==> src/rtl/adc_seq_pkg.sv <==
package adc_seq_pkg;
  // Strobes the control half hands to the datapath half each cycle
  typedef struct packed {
    logic trackSel;  // idle: working selection follows the register
    logic latchSel;  // first ADC clock of a conversion: copy selection
    logic capture;   // last ADC clock: store result and tags
  } seqStrobe_t;
endpackage

==> src/rtl/adc_seq_ctrl.sv <==
module adc_seq_ctrl
  import adc_seq_pkg::*;
#(
  parameter int PRESC_W    = 3,
  parameter int CONV_TICKS = 13
) (
  input  logic               clk,
  input  logic               rstN,
  input  logic               ctrlWr,
  input  logic               wrEnable,
  input  logic               wrStart,
  input  logic               wrAutoTrig,
  input  logic               wrTrigExt,
  input  logic               wrFlagClr,
  input  logic [PRESC_W-1:0] wrPrescale,
  input  logic               extTrig,
  input  logic               intAck,
  output seqStrobe_t         strobes,
  output logic               busy,
  output logic               irqFlag
);
  localparam int DIV_W  = (1 << PRESC_W) - 1;
  localparam int TICK_W = $clog2(CONV_TICKS);
  localparam logic [DIV_W:0] ONE_FULL = 1;

  logic               enableQ, autoQ, extSelQ, extPrevQ;
  logic [PRESC_W-1:0] prescaleQ;
  logic [DIV_W-1:0]   divCnt, divLimit;
  logic [DIV_W:0]     divFull;
  logic [TICK_W-1:0]  tickCnt;
  logic tick, lastTick, extRise, swStart, hwStart, startNow, abortNow, freeRun;

  always_comb begin
    divFull  = ONE_FULL << prescaleQ;
    divLimit = (prescaleQ == '0) ? DIV_W'(1) : DIV_W'(divFull - ONE_FULL);
    tick     = busy && (divCnt == divLimit);
    lastTick = tick && (tickCnt == TICK_W'(CONV_TICKS - 1));
    extRise  = extTrig && !extPrevQ;
    abortNow = ctrlWr && !wrEnable && busy;
    swStart  = ctrlWr && wrEnable && wrStart && !busy;
    hwStart  = enableQ && autoQ && extSelQ && extRise && !busy
               && !(ctrlWr && !wrEnable);
    startNow = swStart || hwStart;
    freeRun  = enableQ && autoQ && !extSelQ;
    strobes.trackSel = !busy;
    strobes.latchSel = tick && (tickCnt == '0);
    strobes.capture  = lastTick && !abortNow;
  end

  always_ff @(posedge clk) begin
    if (!rstN) begin
      enableQ   <= 1'b0;
      autoQ     <= 1'b0;
      extSelQ   <= 1'b0;
      extPrevQ  <= 1'b0;
      prescaleQ <= '0;
      divCnt    <= '0;
      tickCnt   <= '0;
      busy      <= 1'b0;
      irqFlag   <= 1'b0;
    end else begin
      extPrevQ <= extTrig;
      if (ctrlWr) begin
        enableQ   <= wrEnable;
        autoQ     <= wrAutoTrig;
        extSelQ   <= wrTrigExt;
        prescaleQ <= wrPrescale;
      end
      if (startNow) begin
        busy    <= 1'b1;
        divCnt  <= '0;
        tickCnt <= '0;
      end else if (abortNow) begin
        busy    <= 1'b0;
        divCnt  <= '0;
        tickCnt <= '0;
      end else if (tick) begin
        divCnt <= '0;
        if (lastTick) begin
          tickCnt <= '0;
          busy    <= freeRun;
        end else begin
          tickCnt <= tickCnt + 1'b1;
        end
      end else if (busy) begin
        divCnt <= divCnt + 1'b1;
      end
      if (strobes.capture) irqFlag <= 1'b1;
      else if (intAck || (ctrlWr && wrFlagClr)) irqFlag <= 1'b0;
    end
  end

  // a start request always leaves the block busy
  p_start_busy_r2: assert property (@(posedge clk) disable iff (!rstN)
    startNow |=> busy);
  // the ADC clock count never leaves the conversion frame
  p_tick_range_r3: assert property (@(posedge clk) disable iff (!rstN)
    busy |-> (int'(tickCnt) < CONV_TICKS));
  // an external edge during a conversion never rewinds it
  p_ext_ignored_r6: assert property (@(posedge clk) disable iff (!rstN)
    (busy && extRise && !lastTick && !abortNow) |=> (tickCnt >= $past(tickCnt)));
  // completion sets the flag even when a clear arrives with it
  p_irq_on_done_r7: assert property (@(posedge clk) disable iff (!rstN)
    strobes.capture |=> irqFlag);
endmodule

==> src/rtl/adc_seq_datapath.sv <==
module adc_seq_datapath
  import adc_seq_pkg::*;
#(
  parameter int CH_W          = 5,
  parameter int DIFF_BASE     = 8,
  parameter int SAMPLE_W      = 12,
  parameter int RESULT_W      = 10,
  parameter int SETTLE_CYCLES = 31250
) (
  input  logic                clk,
  input  logic                rstN,
  input  seqStrobe_t          strobes,
  input  logic                selWr,
  input  logic [CH_W-1:0]     wrCh,
  input  logic [1:0]          wrRef,
  input  logic [SAMPLE_W-1:0] sampleIn,
  output logic [CH_W-1:0]     activeCh,
  output logic [1:0]          activeRef,
  output logic [RESULT_W-1:0] result,
  output logic [CH_W-1:0]     resultCh,
  output logic                resultUnsettled,
  output logic                resultValid
);
  localparam int SETTLE_W = $clog2(SETTLE_CYCLES + 1);
  localparam logic [SAMPLE_W-1:0] FULL_SCALE = SAMPLE_W'((1 << RESULT_W) - 1);

  logic [CH_W-1:0]     selCh;
  logic [1:0]          selRef;
  logic [SETTLE_W-1:0] settleCnt;
  logic                convUnsettled;
  logic [RESULT_W-1:0] clamped;
  logic wrDiff, selDiff, newWindow;

  always_comb begin
    wrDiff    = int'(wrCh) >= DIFF_BASE;
    selDiff   = int'(selCh) >= DIFF_BASE;
    newWindow = selWr && ((wrDiff && (wrCh != selCh)) || (wrRef != selRef));
    clamped   = (sampleIn > FULL_SCALE) ? '1 : sampleIn[RESULT_W-1:0];
  end

  always_ff @(posedge clk) begin
    if (!rstN) begin
      selCh           <= '0;
      selRef          <= '0;
      activeCh        <= '0;
      activeRef       <= '0;
      settleCnt       <= '0;
      convUnsettled   <= 1'b0;
      result          <= '0;
      resultCh        <= '0;
      resultUnsettled <= 1'b0;
      resultValid     <= 1'b0;
    end else begin
      if (selWr) begin
        selCh  <= wrCh;
        selRef <= wrRef;
      end
      if (newWindow) settleCnt <= SETTLE_W'(SETTLE_CYCLES);
      else if (settleCnt != '0) settleCnt <= settleCnt - 1'b1;
      if (strobes.trackSel || strobes.latchSel) begin
        activeCh  <= selCh;
        activeRef <= selRef;
      end
      if (strobes.latchSel) convUnsettled <= selDiff && (settleCnt != '0);
      resultValid <= strobes.capture;
      if (strobes.capture) begin
        result          <= clamped;
        resultCh        <= activeCh;
        resultUnsettled <= convUnsettled;
      end
    end
  end

  // while idle the working selection trails the register by one cycle
  p_track_idle_r4: assert property (@(posedge clk) disable iff (!rstN)
    strobes.trackSel |=> (activeCh == $past(selCh)) && (activeRef == $past(selRef)));
  // an oversized sample always lands at full scale
  p_clamp_r9: assert property (@(posedge clk) disable iff (!rstN)
    (strobes.capture && (sampleIn > FULL_SCALE)) |=> (result == '1));
  // a qualifying selection write opens a full-length window
  p_window_open_r8: assert property (@(posedge clk) disable iff (!rstN)
    newWindow |=> (settleCnt == SETTLE_W'(SETTLE_CYCLES)));
endmodule

==> src/rtl/adc_conv_sequencer.sv <==
module adc_conv_sequencer
  import adc_seq_pkg::*;
#(
  parameter int CH_W       = 5,
  parameter int DIFF_BASE  = 8,
  parameter int PRESC_W    = 3,
  parameter int SAMPLE_W   = 12,
  parameter int RESULT_W   = 10,
  parameter int CONV_TICKS = 13,
  parameter int CLK_MHZ    = 250,
  parameter int SETTLE_US  = 125
) (
  input  logic                clk,
  input  logic                rstN,
  input  logic                ctrlWr,
  input  logic                wrEnable,
  input  logic                wrStart,
  input  logic                wrAutoTrig,
  input  logic                wrTrigExt,
  input  logic                wrFlagClr,
  input  logic [PRESC_W-1:0]  wrPrescale,
  input  logic                selWr,
  input  logic [CH_W-1:0]     wrCh,
  input  logic [1:0]          wrRef,
  input  logic                extTrig,
  input  logic                intAck,
  input  logic [SAMPLE_W-1:0] sampleIn,
  output logic                convBusy,
  output logic                irqFlag,
  output logic                resultValid,
  output logic [RESULT_W-1:0] result,
  output logic [CH_W-1:0]     resultCh,
  output logic                resultUnsettled,
  output logic [CH_W-1:0]     activeCh,
  output logic [1:0]          activeRef
);
  localparam int SETTLE_CYCLES = CLK_MHZ * SETTLE_US;

  seqStrobe_t strobes;

  adc_seq_ctrl #(.PRESC_W(PRESC_W), .CONV_TICKS(CONV_TICKS)) ctrlU (
    .clk(clk), .rstN(rstN), .ctrlWr(ctrlWr), .wrEnable(wrEnable),
    .wrStart(wrStart), .wrAutoTrig(wrAutoTrig), .wrTrigExt(wrTrigExt),
    .wrFlagClr(wrFlagClr), .wrPrescale(wrPrescale), .extTrig(extTrig),
    .intAck(intAck), .strobes(strobes), .busy(convBusy), .irqFlag(irqFlag)
  );

  adc_seq_datapath #(
    .CH_W(CH_W), .DIFF_BASE(DIFF_BASE), .SAMPLE_W(SAMPLE_W),
    .RESULT_W(RESULT_W), .SETTLE_CYCLES(SETTLE_CYCLES)
  ) dataU (
    .clk(clk), .rstN(rstN), .strobes(strobes), .selWr(selWr), .wrCh(wrCh),
    .wrRef(wrRef), .sampleIn(sampleIn), .activeCh(activeCh),
    .activeRef(activeRef), .result(result), .resultCh(resultCh),
    .resultUnsettled(resultUnsettled), .resultValid(resultValid)
  );
endmodule

==> config.mk <==
export PLATFORM = sky130hd
export DESIGN_NAME = adc_conv_sequencer
export DESIGN_NICKNAME = d
export VERILOG_FILES = /design/src/rtl/adc_seq_pkg.sv /design/src/rtl/adc_seq_ctrl.sv /design/src/rtl/adc_seq_datapath.sv /design/src/rtl/adc_conv_sequencer.sv
export SDC_FILE = /design/constraint.sdc
export NUM_CORES = 1
export LEC_CHECK = 0
export ABC_CLOCK_PERIOD_IN_PS = 3370
export BUFFER_PORTS_ARGS = -buffer_cell sky130_fd_sc_hd__buf_4
export CORE_ASPECT_RATIO = 0.6
export CORE_MARGIN = 2
export CORE_UTILIZATION = 25
export DETAILED_ROUTE_END_ITERATION = 10
export SYNTH_ARGS = -nofsm -noshare
export SYNTH_HDL_FRONTEND = slang
export SYNTH_HIERARCHICAL = 1
export SYNTH_SLANG_ARGS = --single-unit
==> constraint.sdc <==
create_clock -name clk -period 3.37 [get_ports clk]
set_clock_uncertainty 0.15 [all_clocks]
set_input_delay 0.337 -clock clk [delete_from_list [all_inputs] [get_ports clk]]
set_output_delay 0.337 -clock clk [all_outputs]
set_load 0.05 [all_outputs]
* Yosys cells after proc, flatten, opt, wreduce, memory -nomap -nowiden *
Cells that the tools add are included.

storage, ports and cells
  register bits after elaboration = 67
  bits of input ports = 33
  output and inout bits = 26
  word-level logic and storage cells = 85

operators by class
  add/subtract/negate cells = 4
  order comparisons = 3
  eq/ne operators = 4
  shift-type cells = 1
  multiplexer cells = 11
  bitwise gates (word level) = 1
  reductions and logical operators = 41

operators by type and width
  cell                                                               count
  two-way mux 15 bit                                                 2
  logical AND 1 bit                                                  20
  nonzero test 15 bit                                                1
  subtractor 15 x 1 -> 15 bit, second input constant                 1
  greater-than comparator 12 x 10 -> 1 bit, second input constant    1
  greater-or-equal comparator 5 x 4 -> 1 bit, second input constant  2
  two-way mux 10 bit                                                 1
  adder 7 x 1 -> 7 bit, second input constant                        1
  == test 7 bit                                                      1
  two-way mux 7 bit                                                  1
  << shifter 1 x 3 -> 7 bit, first input constant                    1
  subtractor 7 x 1 -> 7 bit, second input constant                   1
  logical NOT 1 bit                                                  6
  two-way mux 1 bit                                                  6
  nonzero test 3 bit                                                 2
  != test 5 bit                                                      1
  adder 4 x 1 -> 4 bit, second input constant                        1
  == test 4 bit, second input constant                               1
  logical NOT 4 bit                                                  1
  logical OR 1 bit                                                   4
  two-way mux 4 bit                                                  1
  nonzero test 2 bit                                                 2
  OR reduction 4 bit                                                 1
  logical NOT 3 bit                                                  1
  other kinds (5)                                                    5

* Logic depth before layout (Yosys ltp) *
Gate-level depths: netlist of run 1.

  depth in word-level cells = 10
  gate-level depth with buffers = 10
  depth with buffers taken out = 8

* Modules after synthesis *
The synthesis of run 1 kept the hierarchy.

by module, submodules not included
  module            times used  cells an instance  area an instance (um^2)  sequential area each (um^2)
  adc_seq_datapath  1           214                2104.5                   940.9
  adc_seq_ctrl      1           126                1118.6                   400.4

* Least setup slack after synthesis of run 1 *
OpenSTA, ideal clock, no wires.

  path type = register -> register
  from = reg ctrlU.busy
  to = reg dataU.resultCh[0]
  setup time = 0.128 ns
  arrival = 2.431 ns
  required time = 3.092 ns
  path slack = 0.662 ns
  cell stages (with the launch flop) = 9
  path buffers = 2
  period minus slack after synthesis = 2.708 ns
  cell sequence = dfxtp_1 > and4_1 > o211ai_2 > nor3b_1 > and2_1 > clkbuf_1 > buf_1 > mux2i_1 > nor2_1

RTL lines
  element                   line                    source
  start: declaration        adc_seq_ctrl.sv:19      output logic busy,
  start signal: assignment  adc_seq_ctrl.sv:81      busy <= freeRun;
  end signal: assignment    adc_seq_datapath.sv:68  resultCh <= activeCh;
  end: declaration          adc_seq_datapath.sv:20  output logic [CH_W-1:0] resultCh,

==> impl_metrics.ini, run 1 <==
[synthesis]
synth_compound_area_share_pct = 19.99
synth_edf_count = 0
yosys_warnings = 6
syn_nets = 378
ys_seq_area_share_pct = 41.61
synth-xor-area-share_pct = 4.891
ys_async_sr_fraction_pct = 0
synthCells = 340
synthAdderAreaFrac_pct = 1.941
synth_cell_type_count = 60
synth_area_mm2 = 0.003223
synth-simple-area-share_pct = 21.55
avgSynthCellArea_um2 = 9.480
synth-seq-cells = 67
synthMuxAreaShare_pct = 6.832
synthFlopType = dfxtp_1
synth_top_family_by_area = simple AND/OR/NAND/NOR gates

[clock_tree]
cts.path.max_buffers = 2
root_buffer = clkbuf_16
post_cts_resized = 0
numCtsBuffers = 9
htreeDepth = 3
cts.clk_slew.worst_paths_ps = 60
cts_tree = built
insertion_delay_ps = 320
cts_setup_buffers = 0
cts_hold_buffers = 0
cts_sinks = 67

[route]
route.met3.wl_um = 489
wl_per_cell_um = 13.94
wl_met2_mm = 3.172
wl_met1_mm = 4.281
routed_via_density = 4.735
num_vias = 2713
dr.first_iter.drc_count = 122
drt_first_pass_iters = 4
postRouteAntennaNets = 0
drc = 0
routed_wl_mm = 7.985
top_layer_used = met4

[layout]
fill_cells = 1319
area_growth_pct = 28.77
multiInputGateArea_mm2 = 0.001779
regArea_mm2 = 0.001341
drive_gt1_share_pct = 25.81
fin_nets = 436
final_common_cell = dfxtp_1
antenna_cells = 0
final_cell_mix = dfxtp_1 (67), buf_4 (64), nor2_1 (34), nand2_1 (30), mux2i_1 (22)

[sta]
timing.final.crit_period_ps = 2643
fmax_mhz = 378.4
worst_pin_slew_ps = 655.5
period_share_pct = 78.42
finalSetupViolations = 0
maxSlewViolCount = 0
rsz0062_at_grt = no
relSlewSlack_pct = 55.93
fin_tns_setup_ps = 0
hold_viol = 0
whs_ps = 82.03

[job]
drv_cap = 0

[pwr]
p_leak_uw = 0.001564
vdd_drop_max_uv = 245.9
power.density_mw_per_mm2 = 518.3

[grt]
grt_start_max_net_pins = 33
grt_pass1_wl_mm = 13.03
grt_usage_pct = 11.92
antenna_found_initial = 0
grt_pass1_vias = 2513
grt.overflow.total = 0

[floorplanning]
io_pins = 59
dieHeight_um = 91.95
die_x_um = 150.6
initial_utilization_pct = 25.31
fp.coreArea_mm2 = 0.01273
die_area_mm2 = 0.01385
num_rows = 32

[place]
port_buffers = 58
place_hpwl_mm = 5.950
gp_congestion = 0.8693

[critical_path]
r2r_cells = 7
end_kind = flop
crit_type = reg2reg
cp_max_fo = 10
cp.arrival_ps = 2700
start_kind = flop
critPathRequiredTime_ps = 3430

[hold_path]
hold_path_class = in2reg
hold_depth = 2

[outcome]
status = completed
[Yosys cell counts (3+ instances only)]
library cell / n / area share (%)
or3_1: 4 / 0.78
ha_1: 5 / 1.9
nand4_1: 4 / 0.78
nor2b_1: 8 / 1.6
nand4b_1: 3 / 0.82
a21o_1: 3 / 0.70
buf_1: 4 / 0.47
dfxtp_1: 67 / 42
buf_2: 4 / 0.62
and2_1: 4 / 0.78
a211oi_2: 3 / 1.2
nand2b_1: 5 / 0.97
a221oi_1: 4 / 1.1
nand2_1: 30 / 3.5
nor2_1: 34 / 4.0
or4_1: 4 / 0.93
xor2_1: 4 / 1.1
mux2i_1: 22 / 6.8
a211oi_1: 4 / 0.93
nand3b_1: 6 / 1.4
nor4_1: 3 / 0.58
o21ai_0: 12 / 1.9
xnor2_1: 14 / 3.8
o211ai_1: 4 / 0.93
nand3_1: 5 / 0.78
a21oi_1: 11 / 1.7
inv_1: 7 / 0.82
clkbuf_1: 8 / 0.93
o21ai_1: 4 / 0.62
o221a_2: 10 / 3.5
[per-layer routing]
layer | track usage (%) | up-vias
met5 | 0 | -
met4 | 3.738 | 0
met3 | 3.881 | 2
met2 | 15.80 | 81
met1 | 17.86 | 1267
li1 | - | 1363
[power breakdown]
part	internal, uW	switching, uW
clock	645	332
combinational	135	164
sequential	830	44.9
total	1610	541
[cell families (layout without fill, tap and decap cells)]
kind of cell / Yosys count / after routing
XOR/XNOR: 18 / 18
AND/OR/NAND/NOR: 127 / 127
AO/OA/AOI/OAI: 77 / 77
flip-flops: 67 / 67
multiplexers: 22 / 22
buffers and inverters: 24 / 87
adder cells (fa/ha/maj): 5 / 5
[path summary, 6_finish.rpt]
path	endpoint	slack, ps	startpoint
setup / recovery	dataU/result[8]$_SDFFE_PN0P_	730	ctrlU/prescaleQ[2]$_SDFFE_PN0P_
hold / removal	ctrlU/extPrevQ$_SDFF_PN0_	80	extTrig
setup reg to reg	dataU/result[8]$_SDFFE_PN0P_	730	ctrlU/prescaleQ[2]$_SDFFE_PN0P_
hold reg to reg	dataU/activeRef[1]$_SDFFE_PN0P_	310	dataU/activeRef[1]$_SDFFE_PN0P_
[flip-flops by register name, summed over array words and instances (netlist names), 2 cells and up]
register	flops
dataU/resultCh	5
dataU/selCh	5
ctrlU/tickCnt	4
dataU/activeRef	2
dataU/activeCh	5
ctrlU/prescaleQ	3
dataU/result	10
dataU/selRef	2
ctrlU/divCnt	7
dataU/settleCnt	15
[stage by stage]
step / util (%) / total power, uW / cell area, um2 / setup slack [ps] / std cells
floorplan: - / 1106 / 3223 / 661.6 / 340
global placement: 30.16 / 1183 / 3840 / 840.3 / 557
detailed placement: 30.16 / 1190 / 3840 / 752.5 / 557
CTS: 32.60 / 2184 / 4150 / 741.2 / 573
global route: 32.60 / 2264 / 4150 / 535.4 / 573
finish: 32.60 / 2151 / 4150 / 727.1 / 573
[worst max-delay path, stage by stage, from the launching register on]
cell	delay [ps]
dfxtp_1	550
o21ai_0	180
xor2_1	200
o211ai_2	200
nor3b_1	420
and2_1	290
nand2_1	240
o221a_2	300
[area by class of cell]
| type | count | area share [%] |
|---|---|---|
| Multi-Input combinational cell | 249 | 42.87 |
| Sequential cell | 67 | 32.32 |
| Timing Repair Buffer | 64 | 11.58 |
| Clock buffer | 11 | 5.607 |
| Tap cell | 170 | 5.125 |
| Clock inverter | 5 | 1.869 |
| Inverter | 7 | 0.6331 |
No activity file was read; power rests on OpenSTA's default activity.
==> run 2: changes to the inputs <==
Settings changed: ABC_CLOCK_PERIOD_IN_PS 3370 to 2450.
Clock period 3.37 ns to 2.45 ns, I/O delays scaled along.
==> impl_metrics.ini, run 2 (synthesized netlist as in run 1, its figures left out) <==
[clock_tree]
cts_sinks = 67
insertion_delay_ps = 320
cts.path.max_buffers = 2
cts.clk_slew.worst_paths_ps = 50
cts_tree = built
htreeDepth = 3
numCtsBuffers = 9
root_buffer = clkbuf_16

[route]
drc = 0
drt_first_pass_iters = 4
wl_per_cell_um = 14.13
postRouteAntennaNets = 0
routed_wl_mm = 8.225
routed_via_density = 4.768
num_vias = 2775
dr.first_iter.drc_count = 151

[critical_path]
start_kind = flop
max_stage_delay_ps = 350
crit_slowest_cell = dfxtp_1
crit_type = reg2reg
critPathRequiredTime_ps = 2550
crit_path_cell_trace = nand2b_4 -> a2111oi_4 -> o211ai_2 -> or2_4 -> nor4b_4 -> clkdlybuf4s15_2 -> o21ai_0 -> a21oi_1
end_kind = flop
cp_max_fo = 6
cp.arrival_ps = 2420

[grt]
grt_pass1_vias = 2582
grt_usage_pct = 12.06
grt_pass1_wl_mm = 13.28
antenna_found_initial = 0
grt.overflow.total = 0
grt_start_max_net_pins = 33

[sta]
relSlewSlack_pct = 53.65
maxSlewViolCount = 0
period_share_pct = 94.73
hold_viol = 0
worst_pin_slew_ps = 689.4
timing.final.crit_period_ps = 2321
fmax_mhz = 430.9
finalSetupViolations = 0

[layout]
top_regs = dataU/settleCnt (15), dataU/result (10), ctrlU/divCnt (7)
stdcell_count = 582
largest_register = dataU/settleCnt
final_common_cell = buf_4
final_cell_mix = buf_4 (71), dfxtp_1 (64), nor2_1 (34), nand2_1 (29), mux2i_1 (22)
drive_gt1_share_pct = 28.64
fin_nets = 445
antenna_cells = 0
largest_reg_flops = 15
area_growth_pct = 31.33
fin_util_pct = 33.24

[outcome]
status = completed

[place]
port_buffers = 58
dp.cells = 563
gp_congestion = 0.8294
place_hpwl_mm = 6.088

[floorplanning]
die_area_mm2 = 0.01385
die_x_um = 150.6
num_rows = 32
fp.coreArea_mm2 = 0.01273
initial_utilization_pct = 25.31
dieHeight_um = 91.95
io_pins = 59

[pwr]
p_leak_uw = 0.001615
finalPower_uw = 2885
vdd_drop_max_uv = 283.0
power.density_mw_per_mm2 = 681.5

[hold_path]
hold_path_class = in2reg

[job]
drv_cap = 0
run 2: stage by stage:
step,setup TNS [ps],hold slack [ps],worst slack [ps],instance area [um2]
floorplan,0,216.7,24.96,3231
global placement,0,312.7,160.0,3891
detailed placement,0,312.7,66.56,3891
CTS,0,16.17,45.41,4190
global route,-14.31,21.76,-10.36,4233
finish,0,29.48,129.1,4233
run 2: metal layers:
layer	global-route usage [%]	wire length, um
met1	18.32	4449
met4	3.037	27
met5	0	0
met3	3.582	451
met2	16.33	3296
run 2: worst paths after layout:
check	from	end	slack, ps	cells after the start
worst min-delay path	wrRef[1]	dataU/selRef[1]$_SDFFE_PN0P_	30	3
worst max-delay path	ctrlU/prescaleQ[0]$_SDFFE_PN0P_	dataU/activeCh[2]$_SDFFE_PN0P_	130	8
worst min register to register	dataU/convUnsettled$_SDFFE_PN0P_	dataU/convUnsettled$_SDFFE_PN0P_	320	2
worst max register to register	ctrlU/prescaleQ[0]$_SDFFE_PN0P_	dataU/activeCh[2]$_SDFFE_PN0P_	130	8
run 2: power by group:
part,internal [uW],total (uW),switching (uW),leakage (uW)
clock network,815,1260,443,0.000141
registers,1140,1210,63.2,0.000548
logic,192,420,229,0.000927
total,2150,2880,735,0.00162
run 2: timing repair:
action | CTS | global route
setup endpoints to repair | 0 | 24
resized for setup | 0 | 7
buffers inserted | 0 | 1
hold buffers | 1 | 0
hold endpoints to repair | 1 | 0
run 2: critical path, delay by kind of cell, from the launching register on:
family,cells,cell delay [ps]
compound gates,4,720
buf+inv,1,280
simple gates,3,740
flops,1,350
run 2: area by class of cell:
class	count	area, um2
multi-input cells	249	1805
inverters	7	26.28
clock buffers	14	254.0
fillers	1316	8499
repair buffers	73	554.3
clock inverters	2	35.03
flip-flops and latches	67	1345
well taps	170	212.7
==> run 3: changes to the inputs <==
Settings changed: BUFFER_PORTS_ARGS -buffer_cell sky130_fd_sc_hd__buf_4 to -buffer_cell sky130_fd_sc_hd__buf_2.
==> impl_metrics.ini, run 3 (synthesized netlist as in run 1, its figures left out) <==
[sta]
period_share_pct = 94.69
rsz0062_at_grt = no
fmax_mhz = 431.1
worst_pin_slew_ps = 614.0
setup_slack_ps = 130.2
relSlewSlack_pct = 58.69
timing.final.crit_period_ps = 2320
hold_viol = 0
maxSlewViolCount = 0
finalSetupViolations = 0

[grt]
grt_usage_pct = 12.40
grt.overflow.total = 0
grt_start_max_net_pins = 31
grt_pass1_wl_mm = 13.43
antenna_found_initial = 0
grt_pass1_vias = 2635

[clock_tree]
insertion_delay_ps = 330
root_buffer = clkbuf_16
cts.clk_slew.worst_paths_ps = 50
htreeDepth = 3
cts_tree = built
cts_setup_buffers = 0
cts.path.max_buffers = 2
numCtsBuffers = 9
cts_sinks = 67

[route]
drc = 0
wl_per_cell_um = 14.13
num_vias = 2814
postRouteAntennaNets = 0
routed_via_density = 4.852
routed_wl_mm = 8.195
drt_first_pass_iters = 4
dr.first_iter.drc_count = 168

[critical_path]
reg2reg_to = dataU/activeCh[0]$_SDFFE_PN0P_
max_stage_delay_ps = 360
reg2reg_setup_slack_ps = 130
startpoint = ctrlU/prescaleQ[0]$_SDFFE_PN0P_
cp.depth = 8
crit_slowest_cell = dfxtp_1
start_kind = flop
worstSetupEndpoint = dataU/activeCh[0]$_SDFFE_PN0P_
end_kind = flop
critPathRequiredTime_ps = 2560
cp_num_buf_inv = 1
critPathTopFamily = compound AO/OA/AOI/OAI gates
cp_max_fo = 6
r2r_cells = 8
cp.arrival_ps = 2430
r2r_start = ctrlU/prescaleQ[0]$_SDFFE_PN0P_
crit_type = reg2reg
crit_path_cell_trace = nand2b_4 -> a2111oi_4 -> o211ai_2 -> or2_4 -> nor4b_4 -> clkdlybuf4s15_2 -> o21ai_0 -> a21oi_1

[layout]
fin_nets = 444
largest_register = dataU/settleCnt
largest_reg_flops = 15
area_growth_pct = 25.82
drive_gt1_share_pct = 29.02
final_common_cell = dfxtp_1
fill_cells = 1351
final_cell_mix = dfxtp_1 (64), buf_2 (58), nor2_1 (33), nand2_1 (29), mux2i_1 (22)
antenna_cells = 0
top_regs = dataU/settleCnt (15), dataU/result (10), ctrlU/divCnt (7)

[place]
port_buffers = 58
dp_slack_ps = -36.52
place_hpwl_mm = 6.014
gp_congestion = 0.8516

[hold_path]
hold_path_class = in2reg

[floorplanning]
io_pins = 59
dieHeight_um = 91.95
initial_utilization_pct = 25.31
fp.coreArea_mm2 = 0.01273
num_rows = 32
die_x_um = 150.6
die_area_mm2 = 0.01385

[job]
drv_cap = 0

[pwr]
pwr-share-seq_pct = 43.8
finalPower_uw = 2763
vdd_drop_max_uv = 351.9
sw_frac_of_total_pct = 26.76
p_sw_uw = 739.6
power_frac_comb_pct = 14.7
power.density_mw_per_mm2 = 681.4
p_clk_share_pct = 41.5
p_int_uw = 2024
p_leak_uw = 0.001575

[outcome]
status = completed
run 3: changes by cell type in the layout (fill, tap and decap cells not counted):
cell       before  now
buf_4          71   12
clkbuf_1        4    2
buf_2           0   58
nor2_1         34   33
nor2_2          0    1
bufinv_16       1    0
clkinv_2        1    3
run 3: area by class of cell:
class | instances | area, um2 | area share [%]
clock buffers | 12 | 246.5 | 6.078
clock inverters | 3 | 15.01 | 0.3703
inverters | 7 | 26.28 | 0.6479
multi-input cells | 249 | 1808 | 44.58
flip-flops and latches | 67 | 1345 | 33.17
well taps | 170 | 212.7 | 5.245
repair buffers | 72 | 401.6 | 9.904
run 3: worst min path at each step:
stage	startpoint	cells after the start	to
final	wrCh[1]	3	dataU/selCh[1]$_SDFFE_PN0P_
after global routing	wrCh[1]	3	dataU/selCh[1]$_SDFFE_PN0P_
after CTS	wrPrescale[0]	3	ctrlU/prescaleQ[0]$_SDFFE_PN0P_
after global placement	dataU/activeRef[0]$_SDFFE_PN0P_	2	dataU/activeRef[0]$_SDFFE_PN0P_
after detailed placement	dataU/activeRef[0]$_SDFFE_PN0P_	2	dataU/activeRef[0]$_SDFFE_PN0P_
after floorplan	extTrig	1	ctrlU/extPrevQ$_SDFF_PN0_
run 3: routing by layer:
metal	up-vias	routed length, um	track usage (%)
met1	1336	4287	17.65
li1	1384	-	-
met4	0	126	3.583
met2	82	3320	17.65
met3	12	461	4.179
met5	-	0	0
run 3: what timing repair did:
item | CTS | global route
setup endpoints to repair | 10 | 18
endpoints found under the hold margin | 1 | 0
cloned | 0 | 1
pin swaps | 0 | 2
gates resized for setup | 1 | 7
hold buffers | 1 | 0
run 3: worst register-to-register path, cell delays in order, from the launching register on:
cell             delay, ps
dfxtp_1                360
nand2b_4               170
a2111oi_4              350
o211ai_2               150
or2_4                  280
nor4b_4                250
clkdlybuf4s15_2        280
o21ai_0                100
a21oi_1                160
run 3: metrics by stage:
| stage | cells | TNS (ps) | util [%] | instance area [um2] | hold WS, ps |
|---|---|---|---|---|---|
| after floorplan | 340 | 0 | - | 3231 | 216.7 |
| after global placement | 563 | 0 | 29.42 | 3746 | 308.1 |
| after detailed placement | 563 | -271.0 | 29.42 | 3746 | 300.1 |
| after CTS | 579 | 0 | 31.56 | 4019 | 20.82 |
| after global routing | 580 | 0 | 31.85 | 4055 | 28.42 |
| final | 580 | 0 | 31.85 | 4055 | 31.81 |
run 3: power by group through the flow:
stage | clock (uW) | combinational, uW | sequential (uW)
after floorplan | 0 | 293 | 1230
after global placement | 0 | 393 | 1230
after detailed placement | 0 | 403 | 1230
after CTS | 1190 | 407 | 1210
after global routing | 1230 | 453 | 1220
final | 1150 | 407 | 1210
